<file path="src/rtl/bb_xlate_pkg.sv">
// Shared types for the bit-band alias translator.
// Assumes: nothing beyond the IEEE 1800-2017 language.
package bb_xlate_pkg;
    // Phase of an alias operation; PH_READ is also the idle phase.
    typedef enum logic {
        PH_READ  = 1'b0,
        PH_WRITE = 1'b1
    } phase_e;
endpackage

</file>
<file path="src/rtl/bb_alias_decode.sv">
// Decodes a word index (byte address without bits [1:0]) against the alias window.
// Yields the hit flag, the real word address and the bit position in that word.
// Assumes: ALIAS_BASE and REAL_BASE are word aligned.
module bb_alias_decode #(
    parameter int AW = 32,
    parameter int DW = 32,
    parameter int REGION_AW = 20,
    parameter logic [AW-1:0] ALIAS_BASE = 32'h2200_0000,
    parameter logic [AW-1:0] REAL_BASE  = 32'h2000_0000
) (
    input  logic [AW-3:0]          word_idx,
    output logic                   hit,
    output logic [AW-1:0]          real_word_addr,
    output logic [$clog2(DW)-1:0]  bit_pos
);
    localparam int LANE_W = $clog2(DW / 8);
    localparam int WIN_AW = REGION_AW + 5;
    localparam logic [AW-3:0] BASE_IDX = ALIAS_BASE[AW-1:2];

    logic [AW-3:0]        delta;
    logic [REGION_AW-1:0] byte_off;

    // Offset into the window, split into byte offset and bit number.
    always_comb begin
        delta          = word_idx - BASE_IDX;
        hit            = (word_idx >= BASE_IDX) && (delta[AW-3:WIN_AW-2] == '0);
        byte_off       = delta[WIN_AW-3:3];
        real_word_addr = REAL_BASE + AW'({byte_off[REGION_AW-1:LANE_W], {LANE_W{1'b0}}});
        bit_pos        = {byte_off[LANE_W-1:0], delta[2:0]};
    end
endmodule

</file>
<file path="src/rtl/bb_bit_merge.sv">
// Replaces one bit of a word and leaves every other bit as it was.
// Assumes: bit_pos is below DW.
module bb_bit_merge #(
    parameter int DW = 32
) (
    input  logic [DW-1:0]          word_in,
    input  logic [$clog2(DW)-1:0]  bit_pos,
    input  logic                   new_bit,
    output logic [DW-1:0]          word_out
);
    // One selector per bit lane.
    for (genvar i = 0; i < DW; i++) begin : g_lane
        assign word_out[i] = (bit_pos == i) ? new_bit : word_in[i];
    end
endmodule

</file>
<file path="src/rtl/bb_phase_ctrl.sv">
// Sequences an alias operation: a locked read, then, for writes, a locked write.
// Assumes: the master holds its request steady until done.
module bb_phase_ctrl
    import bb_xlate_pkg::*;
(
    input  logic   clk,
    input  logic   rst_n,
    input  logic   start,
    input  logic   is_write,
    input  logic   mem_ack,
    output phase_e phase,
    output logic   lock,
    output logic   issue_we,
    output logic   done,
    output logic   capture
);
    // Phase register: the read ack of a write moves to PH_WRITE, the write ack returns.
    always_ff @(posedge clk) begin
        if (!rst_n) begin
            phase <= PH_READ;
        end else begin
            case (phase)
                PH_READ:  if (start && mem_ack && is_write) phase <= PH_WRITE;
                PH_WRITE: if (mem_ack) phase <= PH_READ;
                default:  phase <= PH_READ;
            endcase
        end
    end

    // Handshake outputs derived from the phase.
    always_comb begin
        lock     = start || (phase == PH_WRITE);
        issue_we = (phase == PH_WRITE);
        capture  = (phase == PH_READ) && start && mem_ack && is_write;
        done     = (phase == PH_WRITE) ? mem_ack : (start && mem_ack && !is_write);
    end
endmodule

</file>
<file path="src/rtl/bb_alias_xlate.sv">
// Bit-band alias translator. Alias reads return one bit; alias writes become a
// locked read-modify-write of one bit. Other addresses pass through.
// Assumes: the master holds its request until m_ready; the memory acks every access.
module bb_alias_xlate
    import bb_xlate_pkg::*;
#(
    parameter int AW = 32,
    parameter int DW = 32,
    parameter int REGION_AW = 20,
    parameter logic [AW-1:0] ALIAS_BASE = 32'h2200_0000,
    parameter logic [AW-1:0] REAL_BASE  = 32'h2000_0000
) (
    input  logic          clk,
    input  logic          rst_n,
    input  logic          m_req,
    input  logic          m_we,
    input  logic [AW-1:0] m_addr,
    input  logic [DW-1:0] m_wdata,
    output logic          m_ready,
    output logic [DW-1:0] m_rdata,
    output logic          mem_req,
    output logic          mem_we,
    output logic [AW-1:0] mem_addr,
    output logic [DW-1:0] mem_wdata,
    input  logic [DW-1:0] mem_rdata,
    input  logic          mem_ack,
    output logic          mem_lock
);
    localparam int BIT_W = $clog2(DW);

    logic             hit;
    logic [AW-1:0]    word_addr;
    logic [BIT_W-1:0] bit_pos;
    logic [DW-1:0]    word_q;
    logic [DW-1:0]    merged;
    phase_e           phase;
    logic             issue_we;
    logic             done;
    logic             capture;
    logic             sel_alias;

    bb_alias_decode #(
        .AW(AW), .DW(DW), .REGION_AW(REGION_AW),
        .ALIAS_BASE(ALIAS_BASE), .REAL_BASE(REAL_BASE)
    ) decode_i (
        .word_idx       (m_addr[AW-1:2]),
        .hit            (hit),
        .real_word_addr (word_addr),
        .bit_pos        (bit_pos)
    );

    bb_phase_ctrl ctrl_i (
        .clk      (clk),
        .rst_n    (rst_n),
        .start    (m_req && hit),
        .is_write (m_we),
        .mem_ack  (mem_ack),
        .phase    (phase),
        .lock     (mem_lock),
        .issue_we (issue_we),
        .done     (done),
        .capture  (capture)
    );

    bb_bit_merge #(.DW(DW)) merge_i (
        .word_in  (word_q),
        .bit_pos  (bit_pos),
        .new_bit  (m_wdata[0]),
        .word_out (merged)
    );

    // Holds the word read during the first half of an alias write.
    always_ff @(posedge clk) begin
        if (!rst_n)       word_q <= '0;
        else if (capture) word_q <= mem_rdata;
    end

    // Steers either the alias sequence or the untouched request to the memory.
    always_comb begin
        sel_alias = (m_req && hit) || (phase == PH_WRITE);
        if (sel_alias) begin
            mem_req   = 1'b1;
            mem_we    = issue_we;
            mem_addr  = word_addr;
            mem_wdata = merged;
            m_ready   = done;
            m_rdata   = {{(DW-1){1'b0}}, mem_rdata[bit_pos]};
        end else begin
            mem_req   = m_req;
            mem_we    = m_we;
            mem_addr  = m_addr;
            mem_wdata = m_wdata;
            m_ready   = mem_ack && m_req;
            m_rdata   = mem_rdata;
        end
    end

    AST_PASS_UNCHANGED: assert property (@(posedge clk) disable iff (!rst_n)
        (m_req && !hit && !mem_lock) |-> (mem_addr == m_addr && mem_we == m_we));
    AST_WORD_ALIGNED: assert property (@(posedge clk) disable iff (!rst_n)
        (mem_req && mem_lock) |-> (mem_addr[1:0] == 2'b00));
    AST_RDATA_ONE_BIT: assert property (@(posedge clk) disable iff (!rst_n)
        (m_ready && !m_we && hit) |-> (m_rdata[DW-1:1] == '0));
    AST_SINGLE_BIT_CHANGE: assert property (@(posedge clk) disable iff (!rst_n)
        (mem_req && mem_we && mem_lock) |-> ($countones(mem_wdata ^ word_q) <= 1));
    AST_RMW_UNBROKEN: assert property (@(posedge clk) disable iff (!rst_n)
        (mem_req && mem_lock && !mem_we && mem_ack && m_we) |=> (mem_req && mem_lock && mem_we));
    AST_READY_NEEDS_ACK: assert property (@(posedge clk) disable iff (!rst_n)
        m_ready |-> mem_ack);
    AST_QUIET_IDLE: assert property (@(posedge clk) disable iff (!rst_n)
        (!m_req && !mem_lock) |-> (!mem_req && !m_ready));
endmodule

</file>
<file path="config.mk">
export PLATFORM = sky130hd
export DESIGN_NAME = bb_alias_xlate
export DESIGN_NICKNAME = d
export VERILOG_FILES = /design/src/rtl/bb_xlate_pkg.sv /design/src/rtl/bb_alias_decode.sv /design/src/rtl/bb_bit_merge.sv /design/src/rtl/bb_phase_ctrl.sv /design/src/rtl/bb_alias_xlate.sv
export SDC_FILE = /design/constraint.sdc
export NUM_CORES = 1
export LEC_CHECK = 0
export BUFFER_PORTS_ARGS = -buffer_cell sky130_fd_sc_hd__buf_4
export CAP_MARGIN = 20
export CORE_MARGIN = 3
export CORE_UTILIZATION = 30
export DETAILED_ROUTE_END_ITERATION = 12
export PLACE_DENSITY_LB_ADDON = 0.08
export SLEW_MARGIN = 20
export SYNTH_ARGS = -nofsm -noshare
export SYNTH_HDL_FRONTEND = slang
export SYNTH_SLANG_ARGS = --single-unit
</file>
<file path="constraint.sdc">
create_clock -name clk -period 1.2 [get_ports clk]
set_input_delay 0 -clock clk [delete_from_list [all_inputs] [get_ports clk]]
set_output_delay 0 -clock clk [all_outputs]
set_load 0.005 [all_outputs]
</file>
Word level (Yosys, flattened, before mapping)
Cells that the tools add are included.
{"block": "classes", "n_addsub": 2, "order_cmp": 2, "n_eq_ne": 31, "n_mux": 44, "bitwise_logic": 1, "n_reduce_logical": 13}
{"op": "32-bit two-way mux", "n": 3}
{"op": "5-bit == test (second input constant)", "n": 16}
{"op": "5-bit by 4-bit == test with 1-bit output (second input constant)", "n": 8}
{"op": "1-bit two-way mux", "n": 39}
{"op": "30-bit by 20-bit adder with 31-bit output (first input constant)", "n": 1}
{"op": "30-bit by 28-bit >= comparator with 1-bit output (second input constant)", "n": 1}
{"op": "30-bit by 28-bit subtractor with 30-bit output (second input constant)", "n": 1}
{"op": "5-bit by 3-bit == test with 1-bit output (second input constant)", "n": 4}
{"op": "5-bit by 2-bit == test with 1-bit output (second input constant)", "n": 2}
{"op": "1-bit logical AND", "n": 9}
{"op": "7-bit zero test", "n": 1}
{"op": "5-bit by 6-bit less-than comparator with 1-bit output (second input constant)", "n": 1}
{"op": "1-bit binary-select mux with 5-bit select", "n": 1}
{"op": "5-bit by 1-bit == test with 1-bit output (second input constant)", "n": 1}
{"op": "5-bit zero test", "n": 1}
{"op": "1-bit case mux with 2 select lines", "n": 1}
{"op": "1-bit zero test", "n": 1}
{"op": "1-bit logical OR", "n": 1}
{"op": "1-bit NOT", "n": 1}
{"block": "totals", "register_bits": 33, "input_bits": 101, "out_inout_bits": 100, "elab_cells": 95}

Longest topological paths before layout
Gate-level depths: netlist of the first run.
{"block": "depth", "ltp_word": 8, "mapped_depth": 8, "mapped_depth_nobuf": 6}

Hierarchy
Synthesis of the first run repeated with hierarchy kept, for this count alone.
{"block": "unflattened", "hier_cells": 529, "area_unflattened_um2": 3584.7}
{"mod": "bb_alias_xlate", "instances": 1, "cells_each": 396, "area_per_inst_um2": 2590.0, "seq_area_each_um2": 640.6}
{"mod": "bb_bit_merge", "instances": 1, "cells_each": 83, "area_per_inst_um2": 619.3, "seq_area_each_um2": 0.0}
{"mod": "bb_alias_decode", "instances": 1, "cells_each": 42, "area_per_inst_um2": 304.0, "seq_area_each_um2": 0.0}
{"mod": "bb_phase_ctrl", "instances": 1, "cells_each": 8, "area_per_inst_um2": 71.3, "seq_area_each_um2": 20.0}

Worst setup path after synthesis of the first run
OpenSTA, ideal clock, no wires.
{"block": "synth_timing", "kind": "input-to-reg", "startpoint": "input m_addr[26]", "endpoint": "register word_q[12]", "setup_time_ns": 0.116, "arrival_time_ns": 1.063, "required_time_ns": 1.084, "setup_slack_ns": 0.021, "path_stages": 7, "path_buffers": 2, "cell_sequence": "nor4bb_2 -> and2_1 -> nand4b_1 -> buf_4 -> buf_6 -> mux2i_1 -> nor2b_1"}
{"block": "synth_via", "elab_chain_cells": 7, "elab_cells_between_ends": 8, "cone_classes": "1 x add/sub; 1 x order compare; 6 x reduce/logical"}
{"item": "start: declaration", "line_no": "bb_alias_xlate.sv:17", "source": "input logic [AW-1:0] m_addr,"}
{"item": "30-bit by 28-bit subtractor with 30-bit output", "line_no": "bb_alias_decode.sv:25", "source": "delta = word_idx - BASE_IDX;"}
{"item": "7-bit zero test", "line_no": "bb_alias_decode.sv:26", "source": "hit = (word_idx >= BASE_IDX) && (delta[AW-3:WIN_AW-2] == '0);"}
{"item": "1-bit logical AND (*)", "line_no": "bb_alias_decode.sv:26"}
{"item": "1-bit logical AND (*)", "line_no": "bb_alias_xlate.sv:55", "source": ".start (m_req && hit),"}
{"item": "1-bit logical AND (*) (3 in a row)", "line_no": "bb_phase_ctrl.sv:34", "source": "capture = (phase == PH_READ) && start && mem_ack && is_write;"}
{"item": "end signal: assignment", "line_no": "bb_alias_xlate.sv:75", "source": "else if (capture) word_q <= mem_rdata;"}
{"item": "end: declaration", "line_no": "bb_alias_xlate.sv:34", "source": "logic [DW-1:0] word_q;"}
Every way passes the cells marked *; elsewhere a longest branch is shown, timed or not.
A chain may end at the register's enable or synchronous reset.

Worst setup path in the final report of the first run
{"block": "layout_timing", "startpoint": "register ctrl_i.phase (netlist: ctrl_i.issue_we)", "endpoint": "output mem_wdata[16]"}
{"block": "layout_via", "elab_chain_cells": 2}
{"item": "start: declaration", "line_no": "bb_phase_ctrl.sv:11", "source": "output phase_e phase,"}
{"item": "start signal: assignment", "line_no": "bb_phase_ctrl.sv:20", "source": "phase <= PH_READ;"}
{"item": "start signal: assignment", "line_no": "bb_phase_ctrl.sv:23", "source": "PH_READ: if (start && mem_ack && is_write) phase <= PH_WRITE;"}
{"item": "start signal: assignment", "line_no": "bb_phase_ctrl.sv:24", "source": "PH_WRITE: if (mem_ack) phase <= PH_READ;"}
{"item": "1-bit logical OR", "line_no": "bb_alias_xlate.sv:80", "source": "sel_alias = (m_req && hit) || (phase == PH_WRITE);"}
{"item": "32-bit two-way mux", "line_no": "bb_alias_xlate.sv:81", "source": "if (sel_alias) begin"}
{"item": "end: declaration", "line_no": "bb_alias_xlate.sv:24", "source": "output logic [DW-1:0] mem_wdata,"}
Every way passes these cells.

==> flow_results.org, run 1 <==
** STA
- Setup violations remaining at the end of the flow were counted as 125.
- Slew Viols, Final :: 0
- Between clock sinks in the finished design, the worst skew comes to 0.00518 ns.
- Across all hold checks on the routed design, the worst slack comes to 0.00863 ns.
- After layout, the minimum clock period comes to 1.46 ns.
- In the final timing run, aggregate negative setup slack is -21.69 ns.
- Derived from the worst setup path, the maximum achievable clock frequency is 683 MHz.
- Once routing completed, OpenROAD measured the worst setup slack at -0.264 ns.
- RSZ-0062 raised after global routing :: yes
- Number of hold-slack violations in the final timing report :: 0
- Max transition margin :: 76.3%
- The worst path uses 122% of the clock period.
- Worst-margin pin slew :: 0.352 ns

** Critical path
- For this run, the slowest stage of the critical path takes 0.34 ns.
- Among all stages on the critical path, the largest delay is contributed by dfxtp_2.
- Start-to-end type of the worst setup path :: reg2out
- Count of buffer and inverter cells on the critical path :: 5
- For the worst setup path, the data required time is 1.20 ns.
- Critical Path Most Common Cell :: buf_6
- The most critical setup path has its startpoint at ctrl_i.issue_we$_SDFF_PN0_.
- Arrival time of data at the critical path endpoint :: 1.46 ns
- STA classifies the critical path endpoint as an output pin.
- Critical path's top delay family :: buffers and inverters
- The signal on the critical path passes through nor2_4 -> buf_12 -> inv_8 -> buf_6 -> buf_6 -> o21a_1 -> buf_4.
- STA classifies the critical path startpoint as a flop.
- In this run the register-to-register setup slack is -0.18 ns.
- Worst R2R Start :: ctrl_i.issue_we$_SDFF_PN0_
- Maximum fanout count along the critical path :: 6

** GRT
- For this run, global-route usage on met2 was measured as 38.6%.
- Antenna violations before repair :: 0
- GR Util All Layers :: 22.0%
- Total global routing overflow :: 0
- The number of global-route vias before repair came to 3790.
- GRT busiest layer :: met2
- Maximum number of pins on one net before global-route repair :: 34
- Met3 routing resource usage after global routing :: 3.70%
- Global routing used 28.0% of the available met1 tracks.
- The first global-routing pass estimated 19.7 mm of wire.

** Routing
- For this run, design rule violations remaining after detail routing come to 0.
- Using the TritonRoute via totals, the vias-per-cell ratio works out to 4.83.
- Summed over all layers, the routed wires come to 13.2 mm.
- Before antenna repair, the detailed router went through 4 iterations.
- Total number of vias :: 3828
- Routed len/inst :: 16.7 um
- For this block, the initial DRC count from the detailed router was 156.
- In this run the remaining antenna-violating nets after routing total 0.

** Synthesis
- Number of enable-type register cells in the synthesized netlist :: 0
- Synthesized flop and latch total :: 33
- Post-synthesis sequential area ratio :: 21.8%
- The synthesized netlist devotes 10.9% of its cell area to compound gates.
- Net count after synthesis :: 507
- Area of the mapped netlist :: 3030 um^2
- Of the total synthesized cell area, the portion taken by XOR and XNOR cells is 0%.
- In the synthesized netlist the async set-or-reset flop fraction comes to 0%.
- After Yosys synthesis, and, or, nand and nor cells account for 36.3% of the synthesized area.
- Mux contribution to synthesized area :: 24.4%
- Number of standard cells after synthesis :: 406
- Post-Synth Adder-Cell Area :: 0%
- Yosys printed 0 warnings.
- Combinational family with the most area after synthesis :: simple AND/OR/NAND/NOR gates
- In the synthesized netlist the dominant register cell turns out to be dfxtp_1.
- Yosys mapped the design onto 36 distinct sky130hd cell types.
- After synthesis, the mean cell area works out to 7.45 um^2.

** Power
- Static power due to leakage :: 0.00286 uW
- Max IR drop VDD :: 307 uV
- Power spread over the standard cell area amounts to 551 nW/um^2.

** Finish
- Share of post-route cells with drive strength above 1 :: 48.7%
- Number of nets in the finished design :: 759
- After filler insertion, the fill cell instance count of the layout stands at 906.
- Area growth syn-to-layout :: 86.6%
- Ant. Diodes :: 0
- The sequential cells in the finished layout cover a total of 662 um^2.
- The multi-input combinational cells in the finished layout cover a total of 2310 um^2.
- Leaving out fill and tap cells, the most frequent cell in the layout is buf_4.
- Post-route core utilization :: 57.8%
- The top cell types in the final layout, fill and taps aside, are buf_4 (246), nand2_1 (86), mux2i_1 (56).

** Die
- After floorplanning, the core was divided into 36 placement rows.
- During I/O placement, the number of pins put on the boundary was 201.
- DIE AREA :: 11300 um^2
- Measured along the x axis, the die boundary spans 106 um.
- Measured along the y axis, the die boundary spans 106 um.
- The core region is 9770 um^2.
- Effective utilization at floorplan :: 31.0%

** Status
- Result of the run :: finished, violations left
- Violations in the final reports :: setup timing

** Clock tree
- Latest clock arrival within the worst-skew pair :: 0.29 ns
- # H-tree levels :: 2
- CTS placed an instance of clkbuf_8 at the clock tree root.
- Cts bufs inserted :: 5
- Clock tree from TritonCTS :: done
- Clock-pin slew was measured on the worst setup and hold paths at 0.07 ns.
- Clock sinks :: 33
- Largest buffer count on any clock path :: 2

** Min path
- Classification of the worst-slack hold path :: in2reg
- Startpoint of the lowest-slack hold path :: mem_rdata[28]

** Run
- Across the run, the number of max-cap violations was 0.

** Placement
- Detailed placer's ending HPWL :: 9.34 mm
- Number of port buffers :: 200
- Global placement routability congestion :: 0.803
-- synth_stat cells, types with 3 or more instances --
cell type / n / share of area (%)
a31oi_1: 3 / 0.62
and2_1: 40 / 8.3
buf_2: 10 / 1.7
buf_6: 5 / 1.9
clkbuf_1: 19 / 2.4
dfxtp_1: 33 / 22
mux2i_1: 57 / 19
mux4_2: 7 / 5.2
nand2_1: 88 / 11
nand2b_1: 4 / 0.83
nand3_1: 6 / 0.99
nand4_1: 3 / 0.62
nor2_1: 19 / 2.4
nor2b_1: 41 / 8.5
o211ai_1: 7 / 1.7
o21a_1: 7 / 1.7
o21ai_0: 11 / 1.8
o21ai_1: 22 / 3.6
-- worst register-to-register path: cells and delay by family, from the launching register on --
family	cells	cell delay (ns)
multiplexers	1	0.18
flip-flops	1	0.34
AND/OR/NAND/NOR	2	0.26
buffers and inverters	3	0.50
-- state kept, by name, summed over array words and instances (netlist names) --
name             count
word_q              32
ctrl_i.issue_we      1
-- metrics by stage --
step / setup slack, ns / cell area, um^2 / power, uW / std cells
3_5_place_dp: -0.287 / 4950 / 2230 / 758
3_3_place_gp: -0.280 / 4950 / 2230 / 758
4_1_cts: -0.261 / 5460 / 3110 / 786
2_1_floorplan: 0.0213 / 3030 / 1490 / 406
6_report: -0.264 / 5650 / 3110 / 792
5_1_grt: -0.311 / 5650 / 3270 / 792
-- final timing paths --
check                            endpoint  cells after the start
setup / recovery            mem_wdata[16]                      7
hold / removal    word_q[28]$_SDFFE_PN0P_                      3
setup reg to reg   word_q[0]$_SDFFE_PN0P_                      6
hold reg to reg   word_q[25]$_SDFFE_PN0P_                      2
-- where the power goes --
group / internal, uW / switching [uW]
Clock: 413 / 418
Combinational: 731 / 456
Sequential: 1100 / 0.417
Total: 2240 / 875
-- logic make-up after synthesis --
group	Yosys count
AND/OR/NAND/NOR	215
multiplexers	65
AO/OA/AOI/OAI	56
buffers and inverters	37
flip-flops	33
-- repair_timing --
item / 4_1_cts / 5_1_grt
setup endpoints to repair: 125 / 127
pin swaps: 2 / 7
endpoints found under the hold margin: 6 / 0
gates cloned: 7 / 4
resized for setup: 40 / 23
setup buffers: 7 / 3
hold buffers: 6 / 0
-- routing by layer --
metal | share of wire, % | wire, um
met5 | 0 | 0
met4 | 0.90 | 119
met3 | 6.7 | 887
met2 | 48 | 6360
met1 | 44 | 5860
-- cell type report --
type,instances,share of cell area [%]
multi-input combinational,336,40.9
sequential,33,11.7
tap,133,2.95
inverter,1,0.199
clock buffer,8,1.42
timing repair buffer,281,42.9
Note: power is estimated with default switching activity, not from simulation.
==> inputs of run 2 (changes only) <==
--- a/config.mk
+++ b/config.mk
@@ -11,7 +11,8 @@
 export CORE_UTILIZATION = 30
 export DETAILED_ROUTE_END_ITERATION = 12
 export PLACE_DENSITY_LB_ADDON = 0.08
-export SLEW_MARGIN = 20
+export SETUP_SLACK_MARGIN = 0.02
+export SLEW_MARGIN = 10
 export SYNTH_ARGS = -nofsm -noshare
 export SYNTH_HDL_FRONTEND = slang
 export SYNTH_SLANG_ARGS = --single-unit
==> run 2 against run 1 <==
Against the previous run: the flow still finishes with violations (setup timing); die area did not move; first-iteration DRC count is 9.0% higher; final cell count stayed put; clock skew about the same; final area increased by 0.38%; critical path depth unchanged; sequential power barely moved; wire length up 0.23%; combinational power about the same; maximum frequency is 0.55% lower; setup slack got worse by 0.0082 ns; sequential cell count stayed put; critical endpoint unchanged; largest cell class unchanged.
==> flow_results.org, run 2 (synthesized netlist as in run 1, its figures left out) <==
** Status
- Result of the run :: finished, violations left
- The checks that failed: setup timing.

** Critical path
- Critical path capture point :: mem_wdata[16]
- Critical Path Most Common Cell :: buf_6
- Critical R2R Capture :: word_q[0]$_SDFFE_PN0P_
- For this design, the slowest cell found on the critical path is dfxtp_2.
- Depth of the worst register-to-register path :: 6 (unchanged)
- Nature of the critical path startpoint :: flop
- Worst setup path startpoint :: ctrl_i.issue_we$_SDFF_PN0_
- The signal arrival time at the worst endpoint is 1.47 ns (about the same).
- The delay of the slowest critical-path stage is 0.34 ns (about the same).
- Start-to-end type of the worst setup path :: reg2out
- Setup slack of the worst register-to-register path :: -0.17 ns (about the same)
- List of cells traversed by the critical path :: nor2_4 -> buf_12 -> inv_8 -> buf_6 -> buf_6 -> o21a_1 -> buf_4
- The startpoint identified for the worst register-to-register timing path is ctrl_i.issue_we$_SDFF_PN0_.
- Critical path endpoint category :: output pin
- The top fanout value on the critical path came to 7 (+1).
- Data required time at the worst endpoint :: 1.20 ns (about the same)

** Clock tree
- # H-tree levels :: 2 (unchanged)
- Clock tree from TritonCTS :: done
- Clock sinks :: 33 (unchanged)
- Clock tree synthesis selected as its root buffer the cell clkbuf_8.
- The maximum clock path buffer count is 2 (unchanged).
- Clock-pin slew of the registers on the worst-case setup and hold paths :: 0.07 ns (about the same)
- Cts bufs inserted :: 5 (unchanged)
- The clock insertion delay at the later pin of the skew report came to 0.28 ns (about the same).

** STA
- Final Skew :: 0.00496 ns (-0.000217 ns)
- Period minus WS final :: 1.47 ns (+0.00816 ns)
- Max transition margin :: 76.3% (unchanged)
- The final setup violation count came to 125 (unchanged).
- The final-report max-slew violation count is 0 (unchanged).
- Hold slack :: 0.00856 ns (-0.0000657 ns)
- Fmax achieved :: 679 MHz (-0.55%)
- Period Utilization, post-route :: 123% (+0.68 points)
- The slew at the pin closest to its max-slew limit is 0.352 ns (-0.000000119 ns).
- RSZ-0062 raised after global routing :: yes
- Final setup slack of the worst path :: -0.272 ns (-0.00816 ns)
- The final number of hold-violating endpoints came to 0 (unchanged).

** Placement
- The placer's final routability congestion estimate was 0.803 (unchanged).
- The detailed placer's ending HPWL was 9.34 mm (unchanged).
- The cell area reported after detailed placement came to 4950 um^2 (unchanged).
- Number of port buffers :: 200 (unchanged)
- The placed instance count came to 758 (unchanged).

** GRT
- GR Util All Layers :: 21.9% (-0.089 points)
- Total global routing overflow :: 0 (unchanged)
- The pin count of the biggest net entering global routing was 34 (unchanged).
- The initial antenna violation count came to 0 (unchanged).
- The number of global-route vias before repair was 3778 (-0.32%).
- Wire length of the first global-routing pass :: 19.6 mm (-0.46%)

** Power
- Static power due to leakage :: 0.00287 uW (+0.14%)
- Power per cell area :: 548 nW/um^2 (-0.54%)
- Max IR drop VDD :: 310 uV (+0.93%)

** Die
- Die outline width :: 106 um (unchanged)
- DIE AREA :: 11300 um^2 (unchanged)
- The number of rows in the core area is 36 (unchanged).
- Die H :: 106 um (unchanged)
- The initial core utilization was 31.0% (unchanged).
- Floorplan Core Area :: 9770 um^2 (unchanged)
- I/O Pins :: 201 (unchanged)

** Finish
- Flip-flop count of the largest register, all copies and words added :: 32 (unchanged)
- The number of fill cells in the layout came to 905 (-0.11%).
- Ant. Diodes :: 0 (unchanged)
- Area growth syn-to-layout :: 87.4%
- Cell Count, Final, Fillers Out :: 792 (unchanged)
- Post-route core utilization :: 58.0% (+0.22 points)
- Most common cell after layout, fill and taps aside :: buf_4
- Number of nets in the finished design :: 759 (unchanged)
- The design area is 5670 um^2 (+0.38%).
- The share of cells above drive strength 1 is 48.7% (unchanged).
- More flip-flops sit in one register than any other, and that register is word_q.
- In the layout the commonest cells are buf_4 (244), nand2_1 (85), mux2i_1 (56).

** Routing
- Average via count per standard cell :: 4.84 (+0.18%)
- Routed len/inst :: 16.7 um (+0.23%)
- The number of detailed-routing iterations run before antenna repair was 4 (unchanged).
- Initial drt markers :: 170 (+9.0%)
- Total number of vias :: 3835 (+0.18%)
- Number of DRC violations after detailed routing :: 0 (unchanged)
- The total wire length is 13.3 mm (+0.23%).
- Number of antenna-violating nets in the routed design :: 0 (unchanged)

** Min path
- The tightest min-delay check is of the in2reg type.
- Startpoint of the lowest-slack hold path :: mem_rdata[28]

** Run
- The number of max-capacitance violations reported was 0 (unchanged).
==> run 2: routing by layer <==
metal	vias up	track usage (%)	part of all wire (%)
met2	148	38.4	48
met1	1799	27.9	45
li1	1880	-	-
met5	-	0	0
met3	8	3.76	6.1
met4	0	5.39	0.88
==> run 2: critical path: cells and delay by family, from the launching register on <==
family	cells	cell delay, ns
flip-flops	1	0.34
AO/OA/AOI/OAI	1	0.16
AND/OR/NAND/NOR	1	0.12
buffers and inverters	5	0.56
==> run 2: report_power, final <==
group | internal (uW) | total [uW] | leakage (uW) | switching, uW
logic | 731 | 1190 | 0.00256 | 456
registers | 1100 | 1100 | 0.000266 | 0.417
clock network | 413 | 826 | 0.0000395 | 413
total | 2240 | 3110 | 0.00287 | 870
==> run 2: worst min path at each step <==
stage                                    endpoint  cells past startpoint
after global routing      word_q[28]$_SDFFE_PN0P_                      3
final                     word_q[28]$_SDFFE_PN0P_                      3
after floorplan                      mem_addr[10]                      2
after global placement               mem_addr[11]                      4
after CTS                 word_q[16]$_SDFFE_PN0P_                      3
after detailed placement             mem_addr[11]                      4
==> run 2: area by class of cell <==
type	instances	area (um^2)	area share, %
clock buffer	8	80.1	1.41
tap	133	166	2.93
multi-input combinational	336	2310	40.7
inverter	1	11.3	0.199
timing repair buffer	281	2440	43.1
sequential	33	662	11.7
==> run 2: what timing repair did <==
item | in CTS | in global routing
hold endpoints to repair | 6 | 0
gates cloned | 7 | 5
buffers inserted | 7 | 2
gates resized for setup | 40 | 24
hold buffers | 6 | 0
pin swaps | 2 | 7
endpoints found under the setup margin | 125 | 127
==> run 2: stage by stage <==
step	setup TNS, ns	power (uW)	setup WS [ns]
finish	-21.29	3110	-0.272
global route	-28.70	3270	-0.319
CTS	-20.15	3110	-0.261
detailed placement	-22.75	2230	-0.287
global placement	-23.29	2230	-0.280
floorplan	0	1490	0.0213
